==> config.mk <==
export PLATFORM = sky130hd
export DESIGN_NAME = sg_table_walker
export DESIGN_NICKNAME = d
export VERILOG_FILES = /design/src/rtl/sgw_pkg.sv /design/src/rtl/sgw_datapath.sv /design/src/rtl/sgw_ctrl.sv /design/src/rtl/sg_table_walker.sv
export SDC_FILE = /design/constraint.sdc
export NUM_CORES = 1
export LEC_CHECK = 0
export ABC_AREA = 1
export BUFFER_PORTS_ARGS = -buffer_cell sky130_fd_sc_hd__buf_2
export CAP_MARGIN = 5
export CORE_ASPECT_RATIO = 0.9
export CORE_MARGIN = 10
export CORE_UTILIZATION = 51
export DETAILED_ROUTE_END_ITERATION = 12
export PLACE_DENSITY = 0.73
export REMOVE_ABC_BUFFERS = 1
export SETUP_SLACK_MARGIN = 0.5
export SLEW_MARGIN = 20
export SYNTH_ARGS = -nofsm -noshare
export SYNTH_HDL_FRONTEND = slang
export SYNTH_SLANG_ARGS = --single-unit
==> constraint.sdc <==
create_clock -name clk -period 7.9 [get_ports clk]
set_input_delay 1.975 -clock clk [delete_from_list [all_inputs] [get_ports clk]]
set_output_delay 1.975 -clock clk [all_outputs]
set_load 0.02 [all_outputs]
==> src/rtl/sgw_pkg.sv <==
package sgw_pkg;

  localparam int WORD_W       = 32;
  localparam int DESC_W       = 2 * WORD_W;
  localparam int REGION_LEN_W = 17;

  typedef enum logic [2:0] {
    S_IDLE,
    S_DECIDE,
    S_FETCH_REQ,
    S_FETCH_WAIT,
    S_XFER
  } sgwState_t;

  typedef struct packed {
    logic clrRegion;
    logic loadPtr;
    logic loadJob;
    logic loadDesc;
    logic consume;
  } sgwStrobes_t;

  typedef struct packed {
    logic regionEmpty;
    logic tableEnd;
    logic needMet;
    logic takeZero;
    logic prep;
  } sgwStatus_t;

  // Region length from a control word: bits 15:1, even, zero means 64 KiB.
  function automatic logic [REGION_LEN_W-1:0] decodeLen(input logic [WORD_W-1:0] ctl);
    logic [15:0] evenLen;
    evenLen = {ctl[15:1], 1'b0};
    if (evenLen == 16'd0) return REGION_LEN_W'(17'h10000);
    return REGION_LEN_W'(evenLen);
  endfunction

  function automatic logic decodeLast(input logic [WORD_W-1:0] ctl);
    return ctl[WORD_W-1];
  endfunction

endpackage

==> src/rtl/sgw_datapath.sv <==
module sgw_datapath
  import sgw_pkg::*;
#(
  parameter int ADDR_W     = 32,
  parameter int NEED_W     = 24,
  parameter int CNT_W      = 32,
  parameter int PAGE_BYTES = 4096,
  parameter int DESC_BYTES = 8
) (
  input  logic                    clk,
  input  logic                    rst_n,
  input  sgwStrobes_t             strb,
  input  logic [ADDR_W-1:0]       tableBase,
  input  logic [NEED_W-1:0]       jobBytes,
  input  logic                    jobPrep,
  input  logic [DESC_W-1:0]       respData,
  output sgwStatus_t              stat,
  output logic [ADDR_W-1:0]       fetchAddr,
  output logic [ADDR_W-1:0]       xferAddr,
  output logic [REGION_LEN_W-1:0] xferLen,
  output logic [CNT_W-1:0]        describedBytes
);

  localparam logic [ADDR_W-1:0] ALIGN_MASK = ~ADDR_W'(3);
  localparam logic [ADDR_W-1:0] PAGE_LIM   = ADDR_W'(PAGE_BYTES);
  localparam logic [ADDR_W-1:0] DESC_STEP  = ADDR_W'(DESC_BYTES);

  logic [ADDR_W-1:0]       ptrQ, regAddrQ;
  logic [REGION_LEN_W-1:0] regLenQ;
  logic                    regLastQ;
  logic [NEED_W-1:0]       needQ, issuedQ;
  logic                    prepQ;
  logic [CNT_W-1:0]        descQ;

  logic [ADDR_W-1:0]       baseAligned, ptrOffset;
  logic [NEED_W-1:0]       needLeft;
  logic [REGION_LEN_W-1:0] takeLen, consumeLen;
  logic [WORD_W-1:0]       ctlWord;

  assign baseAligned = tableBase & ALIGN_MASK;
  assign ptrOffset   = ptrQ - baseAligned;
  assign needLeft    = needQ - issuedQ;
  assign ctlWord     = respData[DESC_W-1:WORD_W];

  always_comb begin
    if (CNT_W'(needLeft) < CNT_W'(regLenQ)) takeLen = REGION_LEN_W'(needLeft);
    else                                    takeLen = regLenQ;
    consumeLen = prepQ ? regLenQ : takeLen;
  end

  always_ff @(posedge clk) begin
    if (!rst_n) begin
      ptrQ     <= '0;
      regAddrQ <= '0;
      regLenQ  <= '0;
      regLastQ <= 1'b0;
      needQ    <= '0;
      issuedQ  <= '0;
      prepQ    <= 1'b0;
      descQ    <= '0;
    end else begin
      if (strb.loadPtr) ptrQ <= baseAligned;
      if (strb.clrRegion) begin
        regAddrQ <= '0;
        regLenQ  <= '0;
        regLastQ <= 1'b0;
      end
      if (strb.loadJob) begin
        needQ   <= jobBytes;
        prepQ   <= jobPrep;
        issuedQ <= '0;
        descQ   <= '0;
      end
      if (strb.loadDesc) begin
        regAddrQ <= respData[WORD_W-1:0];
        regLenQ  <= decodeLen(ctlWord);
        regLastQ <= decodeLast(ctlWord);
        ptrQ     <= ptrQ + DESC_STEP;
      end
      if (strb.consume) begin
        issuedQ  <= issuedQ + NEED_W'(takeLen);
        regAddrQ <= regAddrQ + ADDR_W'(consumeLen);
        regLenQ  <= regLenQ - consumeLen;
        descQ    <= descQ + CNT_W'(consumeLen);
      end
    end
  end

  assign stat.regionEmpty = (regLenQ == '0);
  assign stat.tableEnd    = regLastQ || (ptrOffset >= PAGE_LIM);
  assign stat.needMet     = (issuedQ == needQ);
  assign stat.takeZero    = (takeLen == '0);
  assign stat.prep        = prepQ;

  assign fetchAddr      = ptrQ;
  assign xferAddr       = regAddrQ;
  assign xferLen        = takeLen;
  assign describedBytes = descQ;

endmodule

==> src/rtl/sgw_ctrl.sv <==
module sgw_ctrl
  import sgw_pkg::*;
(
  input  logic        clk,
  input  logic        rst_n,
  input  logic        cmdStart,
  input  logic        cmdRestart,
  input  logic        jobValid,
  input  logic        fetchReady,
  input  logic        respValid,
  input  logic        xferReady,
  input  sgwStatus_t  stat,
  output sgwStrobes_t strb,
  output logic        jobReady,
  output logic        fetchValid,
  output logic        xferValid,
  output logic        donePulse,
  output logic        shortPulse
);

  sgwState_t stateQ, stateD;

  always_ff @(posedge clk) begin
    if (!rst_n) stateQ <= S_IDLE;
    else        stateQ <= stateD;
  end

  always_comb begin
    stateD     = stateQ;
    strb       = '0;
    jobReady   = 1'b0;
    fetchValid = 1'b0;
    xferValid  = 1'b0;
    donePulse  = 1'b0;
    shortPulse = 1'b0;
    case (stateQ)
      S_IDLE: begin
        jobReady       = 1'b1;
        strb.clrRegion = cmdStart;
        strb.loadPtr   = cmdRestart;
        strb.loadJob   = jobValid;
        if (jobValid) stateD = S_DECIDE;
      end
      S_DECIDE: begin
        if (!stat.prep && stat.needMet) begin
          donePulse = 1'b1;
          stateD    = S_IDLE;
        end else if (stat.regionEmpty) begin
          if (stat.tableEnd) begin
            if (stat.prep && stat.needMet) donePulse  = 1'b1;
            else                           shortPulse = 1'b1;
            stateD = S_IDLE;
          end else begin
            stateD = S_FETCH_REQ;
          end
        end else if (stat.takeZero) begin
          strb.consume = 1'b1;
        end else begin
          stateD = S_XFER;
        end
      end
      S_FETCH_REQ: begin
        fetchValid = 1'b1;
        if (fetchReady) stateD = S_FETCH_WAIT;
      end
      S_FETCH_WAIT: begin
        if (respValid) begin
          strb.loadDesc = 1'b1;
          stateD        = S_DECIDE;
        end
      end
      S_XFER: begin
        xferValid = 1'b1;
        if (xferReady) begin
          strb.consume = 1'b1;
          stateD       = S_DECIDE;
        end
      end
      default: stateD = S_IDLE;
    endcase
  end

endmodule

==> src/rtl/sg_table_walker.sv <==
module sg_table_walker
  import sgw_pkg::*;
#(
  parameter int ADDR_W     = 32,
  parameter int NEED_W     = 24,
  parameter int CNT_W      = 32,
  parameter int PAGE_BYTES = 4096,
  parameter int DESC_BYTES = 8
) (
  input  logic                    clk,
  input  logic                    rst_n,
  input  logic [ADDR_W-1:0]       tableBase,
  input  logic                    cmdStart,
  input  logic                    cmdRestart,
  input  logic                    jobValid,
  output logic                    jobReady,
  input  logic [NEED_W-1:0]       jobBytes,
  input  logic                    jobPrep,
  output logic                    fetchValid,
  input  logic                    fetchReady,
  output logic [ADDR_W-1:0]       fetchAddr,
  input  logic                    respValid,
  input  logic [DESC_W-1:0]       respData,
  output logic                    xferValid,
  input  logic                    xferReady,
  output logic [ADDR_W-1:0]       xferAddr,
  output logic [REGION_LEN_W-1:0] xferLen,
  output logic                    donePulse,
  output logic                    shortPulse,
  output logic [CNT_W-1:0]        describedBytes
);

  sgwStrobes_t strb;
  sgwStatus_t  stat;

  sgw_ctrl u_ctrl (
    .clk        (clk),
    .rst_n      (rst_n),
    .cmdStart   (cmdStart),
    .cmdRestart (cmdRestart),
    .jobValid   (jobValid),
    .fetchReady (fetchReady),
    .respValid  (respValid),
    .xferReady  (xferReady),
    .stat       (stat),
    .strb       (strb),
    .jobReady   (jobReady),
    .fetchValid (fetchValid),
    .xferValid  (xferValid),
    .donePulse  (donePulse),
    .shortPulse (shortPulse)
  );

  sgw_datapath #(
    .ADDR_W     (ADDR_W),
    .NEED_W     (NEED_W),
    .CNT_W      (CNT_W),
    .PAGE_BYTES (PAGE_BYTES),
    .DESC_BYTES (DESC_BYTES)
  ) u_dp (
    .clk            (clk),
    .rst_n          (rst_n),
    .strb           (strb),
    .tableBase      (tableBase),
    .jobBytes       (jobBytes),
    .jobPrep        (jobPrep),
    .respData       (respData),
    .stat           (stat),
    .fetchAddr      (fetchAddr),
    .xferAddr       (xferAddr),
    .xferLen        (xferLen),
    .describedBytes (describedBytes)
  );

endmodule

==> results of run 1 <==
[kinds of logic after synthesis]
kind of cell / share of synthesized area, %
AND/OR/NAND/NOR: 34.7
AO/OA/AOI/OAI: 17.6
multiplexers: 0.0724
adder cells (fa/ha/maj): 11.9
buffers and inverters: 10.6
flip-flops: 21.1
other: 0.0241
XOR/XNOR: 3.89
[layout by cell type (no fill, tap or decap), types with 5 or more instances in the layout]
cell / instances
o21a_1: 10
nor2_2: 5
nand3_1: 129
buf_2: 226
inv_2: 6
nand4_1: 34
inv_6: 5
nand3b_1: 12
a21oi_1: 264
nand3_2: 11
a22oi_1: 7
or2_2: 30
buf_4: 9
a31oi_1: 24
xnor2_1: 29
nor3_1: 44
nand2_1: 762
clkbuf_16: 17
o21ai_1: 20
dfxtp_1: 164
nor4_1: 14
o22ai_1: 6
nor2_1: 210
o221ai_1: 6
fa_1: 5
o21ai_0: 109
o21bai_1: 5
ha_1: 140
inv_1: 339
xor2_1: 39
a21o_1: 14
a21boi_0: 8
[worst max-delay path, cell delays in order]
cell and delay [ns]:
buf_2 0.10, ha_1 0.22, fa_1 0.36, inv_1 0.06, nand3_1 0.06, nand2_1 0.12, a21boi_0 0.13, o21ai_0 0.35
nand2_1 0.12, a21oi_1 0.21, nor2_1 0.06, nand2_1 0.08, nand3_1 0.08, nor3_1 0.23, nand4_1 0.12, nor3_1 0.16
nand4_1 0.12, a21oi_1 0.14, nor2_1 0.05, buf_2 0.17
[worst max-delay path by stage]
stage	cells after the start	end	from	slack, ns
6_report	20	donePulse	tableBase[2]	1.0
3_5_place_dp	35	u_dp.xferAddr[30]	u_dp.issuedQ[10]	0.65
2_1_floorplan	18	donePulse	tableBase[2]	1.72
3_3_place_gp	35	u_dp.xferAddr[30]	u_dp.issuedQ[10]	0.82
5_1_grt	38	u_dp.xferAddr[20]	u_dp.issuedQ[10]	0.50
4_1_cts	35	u_dp.xferAddr[30]	u_dp.issuedQ[10]	0.61
[per-layer routing]
| metal | global-route usage (%) | up-vias | wire [µm] |
|---|---|---|---|
| li1 | - | 8753 | - |
| met1 | 36.2 | 8015 | 23800 |
| met2 | 43.5 | 640 | 23700 |
| met3 | 6.08 | 65 | 4630 |
| met4 | 7.28 | 2 | 999 |
| met5 | 0 | - | 13 |
[cell usage after synthesis, types with 10 or more instances]
library cell,instances,share of area [%]
a21boi_0,12,0.58
a21o_1,14,0.68
a21oi_1,265,8.5
a31oi_1,24,0.97
buf_2,10,0.32
clkbuf_1,38,0.92
dfxtp_1,164,21
ha_1,140,11
inv_1,339,8.2
nand2_1,762,18
nand3_1,129,4.2
nand3_2,11,0.71
nand3b_1,12,0.58
nand4_1,34,1.4
nor2_1,210,5.1
nor3_1,45,1.4
nor4_1,15,0.60
o21a_1,10,0.48
o21ai_0,112,3.6
o21ai_1,19,0.61
or2_2,30,1.2
xnor2_1,29,1.6
xor2_1,40,2.3
[report_power, final]
group / switching (mW) / total, mW / internal [mW] / leakage, nW
logic: 2.41 / 3.59 / 1.18 / 7.45
clock network: 0.425 / 0.932 / 0.507 / 0.296
registers: 0.134 / 1.09 / 0.951 / 1.33
total: 2.97 / 5.61 / 2.64 / 9.08
[repair_timing]
item | in CTS | in global routing
setup endpoints to repair | 0 | 28
setup buffers | 0 | 1
resized for setup | 0 | 17
[through the flow]
| stage | power, mW | area, µm² | hold slack [ns] | utilization [%] | instances |
|---|---|---|---|---|---|
| final | 5.61 | 17600 | 0.472 | 58.8 | 3171 |
| after global routing | 6.08 | 17600 | 0.497 | 58.8 | 3170 |
| after CTS | 5.55 | 17500 | 0.468 | 58.6 | 3166 |
| after detailed placement | 4.60 | 16900 | 0.458 | 56.5 | 3135 |
| after global placement | 4.49 | 16900 | 0.450 | 56.4 | 3134 |
| after floorplan | 3.59 | 15200 | 0.433 | - | 2497 |
[cell type report]
type                       count  share of cell area (%)
sequential                   164                    18.6
tap                          403                    2.86
inverter                     347                    7.45
clock buffer                  17                    2.42
antenna                        4                  0.0568
clock inverter                14                    1.10
multi-input combinational   1986                    60.5
timing repair buffer         236                    6.96
[sequential cells by signal (all words and copies together) (netlist names)]
| signal | count |
|---|---|
| u_dp.describedBytes | 32 |
| u_dp.xferAddr | 32 |
| u_dp.fetchAddr | 30 |
| u_dp.issuedQ | 24 |
| u_dp.needQ | 24 |
| u_dp.regLenQ | 17 |
| u_ctrl.stateQ | 3 |
| u_dp.prepQ | 1 |
| u_dp.regLastQ | 1 |
==> summary.md, run 1 <==
| Metric | Value |
|---|---|
| RSZ-0062 raised after global routing | false |
| Root Driver | clkbuf_16 |
| Max-slew headroom | 38.3% |
| Pwr dens | 319 nW/µm² |
| Synth Register Bits | 164 |
| Max frequency | 145 MHz |
| Overall die width | 204 µm |
| Area grow syn2layout | 13.3% |
| Mapped Area | 15500 µm² |
| Final setup fails | 0 |
| I/O Buffers | 226 |
| Hold Fails Final Rpt | 0 |
| Hold Startpoint | u_dp.needQ[17] |
| CP max FO | 3 |
| TNS Setup | 0 ns |
| Layout Skew | 0.0126 ns |
| I/O Pins | 247 |
| Hold Path Sink | u_dp.needQ[17] |
| Largest net degree at the start of global routing | 78 |
| Detailed Route Iter0 Violations | 1533 |
| Static Leakage | 9.08 nW |
| DR pass1 iterations | 5 |
| Cells after Synth | 2560 |
| CTS tree | built |
| Antenna violations before repair | 5 |
| Clock sink total | 164 |
| Reg2reg path depth | 36 |
| DPL Wire Length | 41.4 mm |
| Synth Flop Type | dfxtp_1 |
| Post-CTS Hold Buffers | 0 |
| Final worst-path cycle share | between 80% and 90% |
| YS warnings | 0 |
| Reg-to-reg slack, setup | 1.09 ns |
| Via count | 17500 |
| CTS Buf Count | 17 |
| Min-Delay Path Class | register to register |
| GPL Wtd Cong | 0.982 |
| Buffer depth of the longest clock path | 2 |
| Worst-Margin Slew | 0.926 ns |
| FF-to-FF Start | u_dp.issuedQ[4] |
| GR Overflow Total | 0 |
| CP Class | input port to primary output |
| Clock transition at path regs | about 0.070 ns |
| Clk_lat worst skew | 0.46 ns |
| Post-synthesis sequential area ratio | 21.1% |
| Final WS setup | 0.998 ns |
| Crit path arrival time | 4.93 ns |
| Critical path required time | 5.93 ns |
| Initial cell density of the core | 51.9% |
| ANT nets after route | 0 |
| Final wirelength | 53.1 mm |
| Crit path time final | 6.90 ns |
| CTS H-tree lvls | 4 |
| Routed vias/inst | 5.51 |
| Avg Cell Area, Syn | 6.07 µm² |
| Reg2reg end | u_dp.xferAddr[30] |
| Number of max-cap violations | 0 |
| Startpoint type of the worst setup path | input port |
| Hold path depth | 2 |
| GRT Util Overall | ~27% |
| Die ar. | 37900 µm² |
| Status | finished, final reports clean |
| CP Capture Type | primary output |
| Layout cells sized above 1 | 12.4% |
| Pre-CTS WS | 0.647 ns |
| Die H | around 190 µm |
| Ys async rst share | 0% |
| Synth cell types | 58 |
| Routed wire length per instance | 16.8 µm |
| Number of synthesized flops with an enable pin | 0 |
| Slew Viols, Final | 0 |
| CORE AREA | about 30000 µm² |
| DRC Markers | 0 |
| Filler cell count | roughly 3000 |
| Max VDD drop | 0.247 mV |
| Seq. cell area | 3280 µm² |
| Site Rows | 60 |
| Fin nets | 3026 |
| Vias in the first global route | 16200 |
| First-pass GRT wire length | 83.9 mm |
| Multi-input combinational cell area | 10700 µm² |
(Power assumes the default switching activity.)
==> run 2: changes to the inputs <==
- PLACE_DENSITY: 0.73 -> 0.75
==> run 2 against run 1 <==
Net effect:
- the run now ends with DRC left
- critical path depth did not move
- clock skew is 0.0033 ns higher
- clock-buffer cell count unchanged
- flip-flop and latch count stayed put
- sequential power barely moved
- non-clock buffer count down 1
- design area fell by 0.13%
- critical endpoint unchanged
==> summary.md, run 2 (same netlist as run 1, synthesis figures left out) <==
| Metric | Value |
|---|---|
| Post-Layout Cell Count | 3169 |
| Crit path arrival time | 4.84 ns |
| Vias in the first global route | 16100 |
| CTS tree | built |
| Most frequent cells in the layout | 762 x nand2_1, 339 x inv_1, 264 x a21oi_1 |
| Critical path required time | 5.93 ns |
| Hold Fails Final Rpt | 0 |
| Buffer depth of the longest clock path | 2 |
| Largest net degree at the start of global routing | 80 |
| Routed vias/inst | roughly 5.5 |
| Max-slew headroom | 36.9% |
| Final setup fails | 0 |
| Crit path time final | 6.82 ns |
| CP Class | input port to primary output |
| Clk_lat worst skew | roughly 0.46 ns |
| GPL Wtd Cong | 1.00 |
| Static Leakage | 9.07 nW |
| CTS Buf Count | 17 |
| ANT nets after route | 0 |
| Status | finished with violations |
| I/O Buffers | approximately 230 |
| Initial cell density of the core | 51.9% |
| Root Driver | clkbuf_16 |
| Seq. cell area | 3280 µm² |
| CP Capture Type | primary output |
| Pwr dens | 319 nW/µm² |
| Slew Viols, Final | 0 |
| First-pass GRT wire length | 83.3 mm |
| Placed cell count | about 3100 |
| Overall die width | approximately 200 µm |
| I/O Pins | 247 |
| CP max FO | 3 |
| Detailed Route Iter0 Violations | 1421 |
| Fin nets | 3025 |
| Post-CTS Hold Buffers | 0 |
| GR Overflow Total | 0 |
| Final worst-path cycle share | 86.3% |
| Site Rows | 60 |
| Worst-Margin Slew | 0.946 ns |
| Final wirelength | 53.1 mm |
| Hold Slack | 0.467 ns |
| Die ar. | between 30000 and 40000 µm² |
| TNS Setup | 0 ns |
| Via count | around 17000 |
| Layout Skew | 0.0159 ns |
| Clock transition at path regs | 0.08 ns |
| Number of max-cap violations | 0 |
| Commonest non-fill, non-tap cell in the layout | nand2_1 |
| Multi-input combinational cell area | 10600 µm² |
| Fin util | 58.7% |
| Max frequency | around 150 MHz |
| Post-CTS resize count | 0 |
| Min-Delay Path Class | register to register |
| Post-CTS setup repair buffer count | 0 |
| DR pass1 iterations | 9 |
| Die H | 186 µm |
| Clock sink total | 164 |
| Area grow syn2layout | 13.1% |
| RSZ-0062 raised after global routing | false |
| Antenna violations before repair | 4 |
| Routed wire length per instance | 16.8 µm |
| Layout cells sized above 1 | 12.3% |
| DPL Wire Length | 41.8 mm |
| CTS H-tree lvls | 4 |
| Startpoint type of the worst setup path | input port |
| Filler cell count | roughly 3000 |
| CORE AREA | around 30000 µm² |
| GRT Util Overall | a little over a quarter |
| Failing checks | DRC |
| Max VDD drop | approximately 0.21 mV |
| DRC Markers | 6 |
[run 2: cell types whose count changed in the layout (fill, tap and decap cells not counted), sizes merged]
cell	previous run	this run
clkinv	3	0
diode	4	3
buf	236	235
inv	353	355
clkinvlp	2	3
[run 2: power breakdown]
| group | leakage [nW] | internal (mW) | total, mW | switching (mW) |
|---|---|---|---|---|
| Sequential | 1.33 | 0.951 | 1.09 | 0.135 |
| Clock | 0.295 | 0.509 | 0.941 | 0.432 |
| Combinational | 7.44 | 1.18 | 3.59 | 2.41 |
| Total | 9.07 | 2.64 | 5.61 | 2.97 |
[run 2: path summary, 6_finish.rpt]
path              slack (ns)                end  cells past startpoint        startpoint
hold / removal          0.47      u_dp.needQ[0]                      2     u_dp.needQ[0]
setup reg to reg        1.11  u_dp.xferAddr[20]                     37  u_dp.issuedQ[10]
hold reg to reg         0.47      u_dp.needQ[0]                      2     u_dp.needQ[0]
setup / recovery        1.08          donePulse                     20      tableBase[2]
[run 2: cell type report]
cell class / instances / area share (%)
clock buffer: 17 / 2.42
tap: 403 / 2.87
clock inverter: 14 / 1.10
timing repair buffer: 235 / 6.93
multi-input combinational: 1986 / 60.5
antenna: 3 / 0.0427
inverter: 347 / 7.45
sequential: 164 / 18.7
[run 2: worst max-delay path: stages]
cell and delay, ns:
buf_2 0.10, ha_1 0.21, fa_1 0.36, inv_1 0.06, nand3_1 0.06, nand2_1 0.12, a21boi_0 0.13, o21ai_0 0.34
nand2_1 0.12, a21oi_1 0.20, nor2_1 0.06, nand2_1 0.07, nand3_1 0.09, nor3_1 0.18, nand4_1 0.11, nor3_1 0.15
nand4_1 0.13, a21oi_1 0.14, nor2_1 0.05, buf_2 0.18
[run 2: layer usage]
layer | track usage, % | vias up | share of wire [%]
li1 | - | 8754 | -
met1 | 36.2 | 7936 | 45
met2 | 44.0 | 636 | 45
met3 | 5.58 | 46 | 8.5
met4 | 6.33 | 2 | 1.4
met5 | 0 | - | 0.024
[run 2: stage by stage]
stage | worst slack, ns | power [mW] | instance area, µm²
global placement | 0.918 | 4.49 | 16900
floorplan | 1.72 | 3.59 | 15200
detailed placement | 0.782 | 4.61 | 16900
CTS | 0.718 | 5.56 | 17500
global route | 0.506 | 6.07 | 17600
finish | 1.08 | 5.61 | 17600
==> run 3: changes to the inputs <==
- SYNTH_HIERARCHICAL: default -> 1
==> run 3 against run 2 <==
Net effect:
- the flow now finishes without violations
- flip-flop and latch count is the same
- worst hold slack gained 0.0064 ns
- critical endpoint unchanged
- cell count shrank 4.6%
- first-iteration DRC count grew 6.8%
==> summary.md, run 3 <==
| Metric | Value |
|---|---|
| Clk_lat worst skew | 0.45 ns |
| Final instance area | 17100 µm² |
| Routed wire length per instance | about 16 µm |
| Die H | 182 µm |
| GRT Util Overall | 25.8% |
| Synth Flop Type | dfxtp_1 |
| DRC Markers | 0 |
| Largest delay share family, worst path | simple AND/OR/NAND/NOR gates |
| Antenna violations before repair | 0 |
| Status | finished, final reports clean |
| Largest family of logic cells by synthesized area | simple AND/OR/NAND/NOR gates |
| Layout Skew | 0.0158 ns |
| Cells after Synth | 2418 |
| Final worst-path cycle share | ~90% |
| CORE AREA | 28900 µm² |
| Startpoint type of the worst setup path | input port |
| Die ar. | around 37000 µm² |
| ANT nets after route | 0 |
| Initial cell density of the core | 51.7% |
| CP max stage cell | o31ai_1 |
| Final setup fails | 0 |
| Synth Area in XOR/XNOR | 2.87% |
| Crit-path cells | buf_2 > ha_1 > fa_1 > o31ai_1 > a21oi_1 > or3b_2 > o2111ai_1 > xor2_1 > inv_1 > nand4_1 > a21oi_1 > nor3_1 > buf_2 |
| Post-Synth Simple-Gate Area | 30.3% |
| Crit path time final | 7.11 ns |
| GPL Wtd Cong | 0.941 |
| Hold Fails Final Rpt | 0 |
| CP max stage delay | 0.52 ns |
| Overall die width | ~200 µm |
| CP Capture Type | primary output |
| P_sw | 3.49 mW |
| CP max FO | 3 |
| Number of max-cap violations | 0 |
| Layout cells sized above 1 | 14.0% |
| Synth cell types | 55 |
| Largest net degree at the start of global routing | slightly above 60 |
| Routed vias/inst | between 5 and 6 |
| CTS Buf Count | 17 |
| Internal power | roughly 3 mW |
| Buffer depth of the longest clock path | 2 |
| CP Buf/Inv Count | 3 |
| CP Class | input port to primary output |
| Post-CTS setup repair buffer count | 0 |
| Post-CTS resize count | 0 |
| Post-synth top area share | between 20 and 25% |
| Crit path arrival time | 5.14 ns |
| Mapped Area | 14900 µm² |
| RSZ-0062 raised after global routing | false |
| Clock sink total | 164 |
| CTS H-tree lvls | 4 |
| I/O Buffers | 226 |
| Max frequency | 141 MHz |
| Slew Viols, Final | 0 |
| Number of synthesized flops with an enable pin | 0 |
| Ys async rst share | 0% |
| Max-slew headroom | 29.4% |
| Site Rows | 59 |
| Area grow syn2layout | 14.4% |
| Hold Slack | 0.474 ns |
| Min-Delay Path Class | register to register |
| Synth Register Bits | 164 |
| Detailed Route Iter0 Violations | 1517 |
| Vias in the first global route | 15800 |
| Complex-gate fraction of the synthesized area | a little over a fifth |
| Post-synthesis sequential area ratio | a little over a fifth |
| Final wirelength | 49.0 mm |
| Max VDD drop | approximately 0.3 mV |
| First-pass GRT wire length | 79.0 mm |
| GR Overflow Total | 0 |
| YS warnings | 6 |
| Clock transition at path regs | 0.06 ns |
| Commonest non-fill, non-tap cell in the layout | nand2_1 |
| Post-Synth Adder-Cell Area | 12.5% |
| Clock share of power | between 10% and 20% |
| Fin util | 59.2% |
| Via count | 16700 |
| Tot Pwr | 6.41 mW |
| Pwr dens | 375 nW/µm² |
| I/O Pins | 247 |
| TNS Setup | 0 ns |
| Most frequent cells in the layout | 603 x nand2_1, 322 x inv_1, 263 x a21oi_1 |
| Critical path required time | 5.93 ns |
| Fin nets | just under 3000 |
| ANT cells | 0 |
| Sw Ratio | 54.5% |
| DPL Wire Length | 37.9 mm |
| Root Driver | clkbuf_16 |
| Most frequent cells after synthesis | 605 x nand2_1, 324 x inv_1, 263 x a21oi_1 |
| Avg Cell Area, Syn | just over 6 µm² |
| Placed Instance Area | 16400 µm² |
| Reg power frac | about 18% |
| Static Leakage | 8.47 nW |
| Comb power frac | 67.8% |
| Post-synthesis mux area share | 0% |
| Worst-Margin Slew | around 1.1 ns |
| Area contributors post-synth | dfxtp_1 22%, nand2_1 15%, ha_1 12% |
| Dominant cell by count in the synthesized netlist | nand2_1 |
| Post-CTS Hold Buffers | 0 |
| Top cell type by total area after synthesis | dfxtp_1 |
| CTS tree | built |
| DR pass1 iterations | 6 |
-- run 3: cell types whose count changed after synthesis, sizes merged, moves of 8 or more --
cell	change
a21o	-8
a31oi	+39
buf	-11
clkbuf	+11
nand2	-148
nand3	-40
nor3	-10
o211ai	+8
o21ai	+54
o22ai	+8
or2	-19
xnor2	-10
xor2	-10
-- run 3: area by class of cell --
type	count	area [µm²]
multi-input cells	1842	10100
inverters	349	1310
clock buffers	17	425
well taps	396	495
fillers	2845	11800
repair buffers	240	1260
clock inverters	15	214
flip-flops and latches	164	3280
-- run 3: power groups by stage --
stage          combinational (mW)  sequential (mW)  clock (mW)
2_1_floorplan                3.05             1.20           0
3_3_place_gp                 4.14             1.14           0
3_5_place_dp                 4.22             1.15           0
4_1_cts                      4.26             1.13       0.956
5_1_grt                      4.86             1.15       0.983
6_report                     4.34             1.13       0.936
-- run 3: through the flow --
stage | worst slack, ns | cells
after floorplan | 0.902 | 2355
after global placement | 0.912 | 2990
after detailed placement | 0.922 | 2990
after CTS | 0.908 | 3022
after global routing | 0.600 | 3023
final | 0.786 | 3023
-- run 3: worst min-delay path, delay by kind of cell (launching register included) --
family                 cells  cell delay [ns]
AO/OA/AOI/OAI              1             0.06
flip-flops                 1             0.30
buffers and inverters      1             0.07
-- run 3: path summary, 6_finish.rpt --
| path | from | endpoint | slack (ns) | cells past startpoint |
|---|---|---|---|---|
| worst max-delay path | tableBase[2] | donePulse | 0.79 | 13 |
| worst min-delay path | u_dp/needQ[0] | u_dp/needQ[0] | 0.47 | 2 |
| worst max register to register | u_dp/issuedQ[2] | u_dp/xferAddr[30] | 1.31 | 39 |
| worst min register to register | u_dp/needQ[0] | u_dp/needQ[0] | 0.47 | 2 |
-- run 3: logic make-up (layout without fill, tap and decap cells) --
logic type,count (synthesis),in the layout
buffers and inverters,413,621
other,1,2
DFF,164,164
adders and majority gates,146,146
and+or+nand+nor,1060,1060
xor gates and xnor gates,49,49
AOI/OAI and AO/OA,585,585
-- run 3: routing by layer --
layer  share of wire, %  vias up  wire length (µm)  track usage, %
met5                  0        -                 0               0
met4                1.8        0               886            6.90
met3                7.0       61              3420            3.77
met2                 45      659             22100            42.9
met1                 46     7556             22500            34.2
li1                   -     8435                 -               -
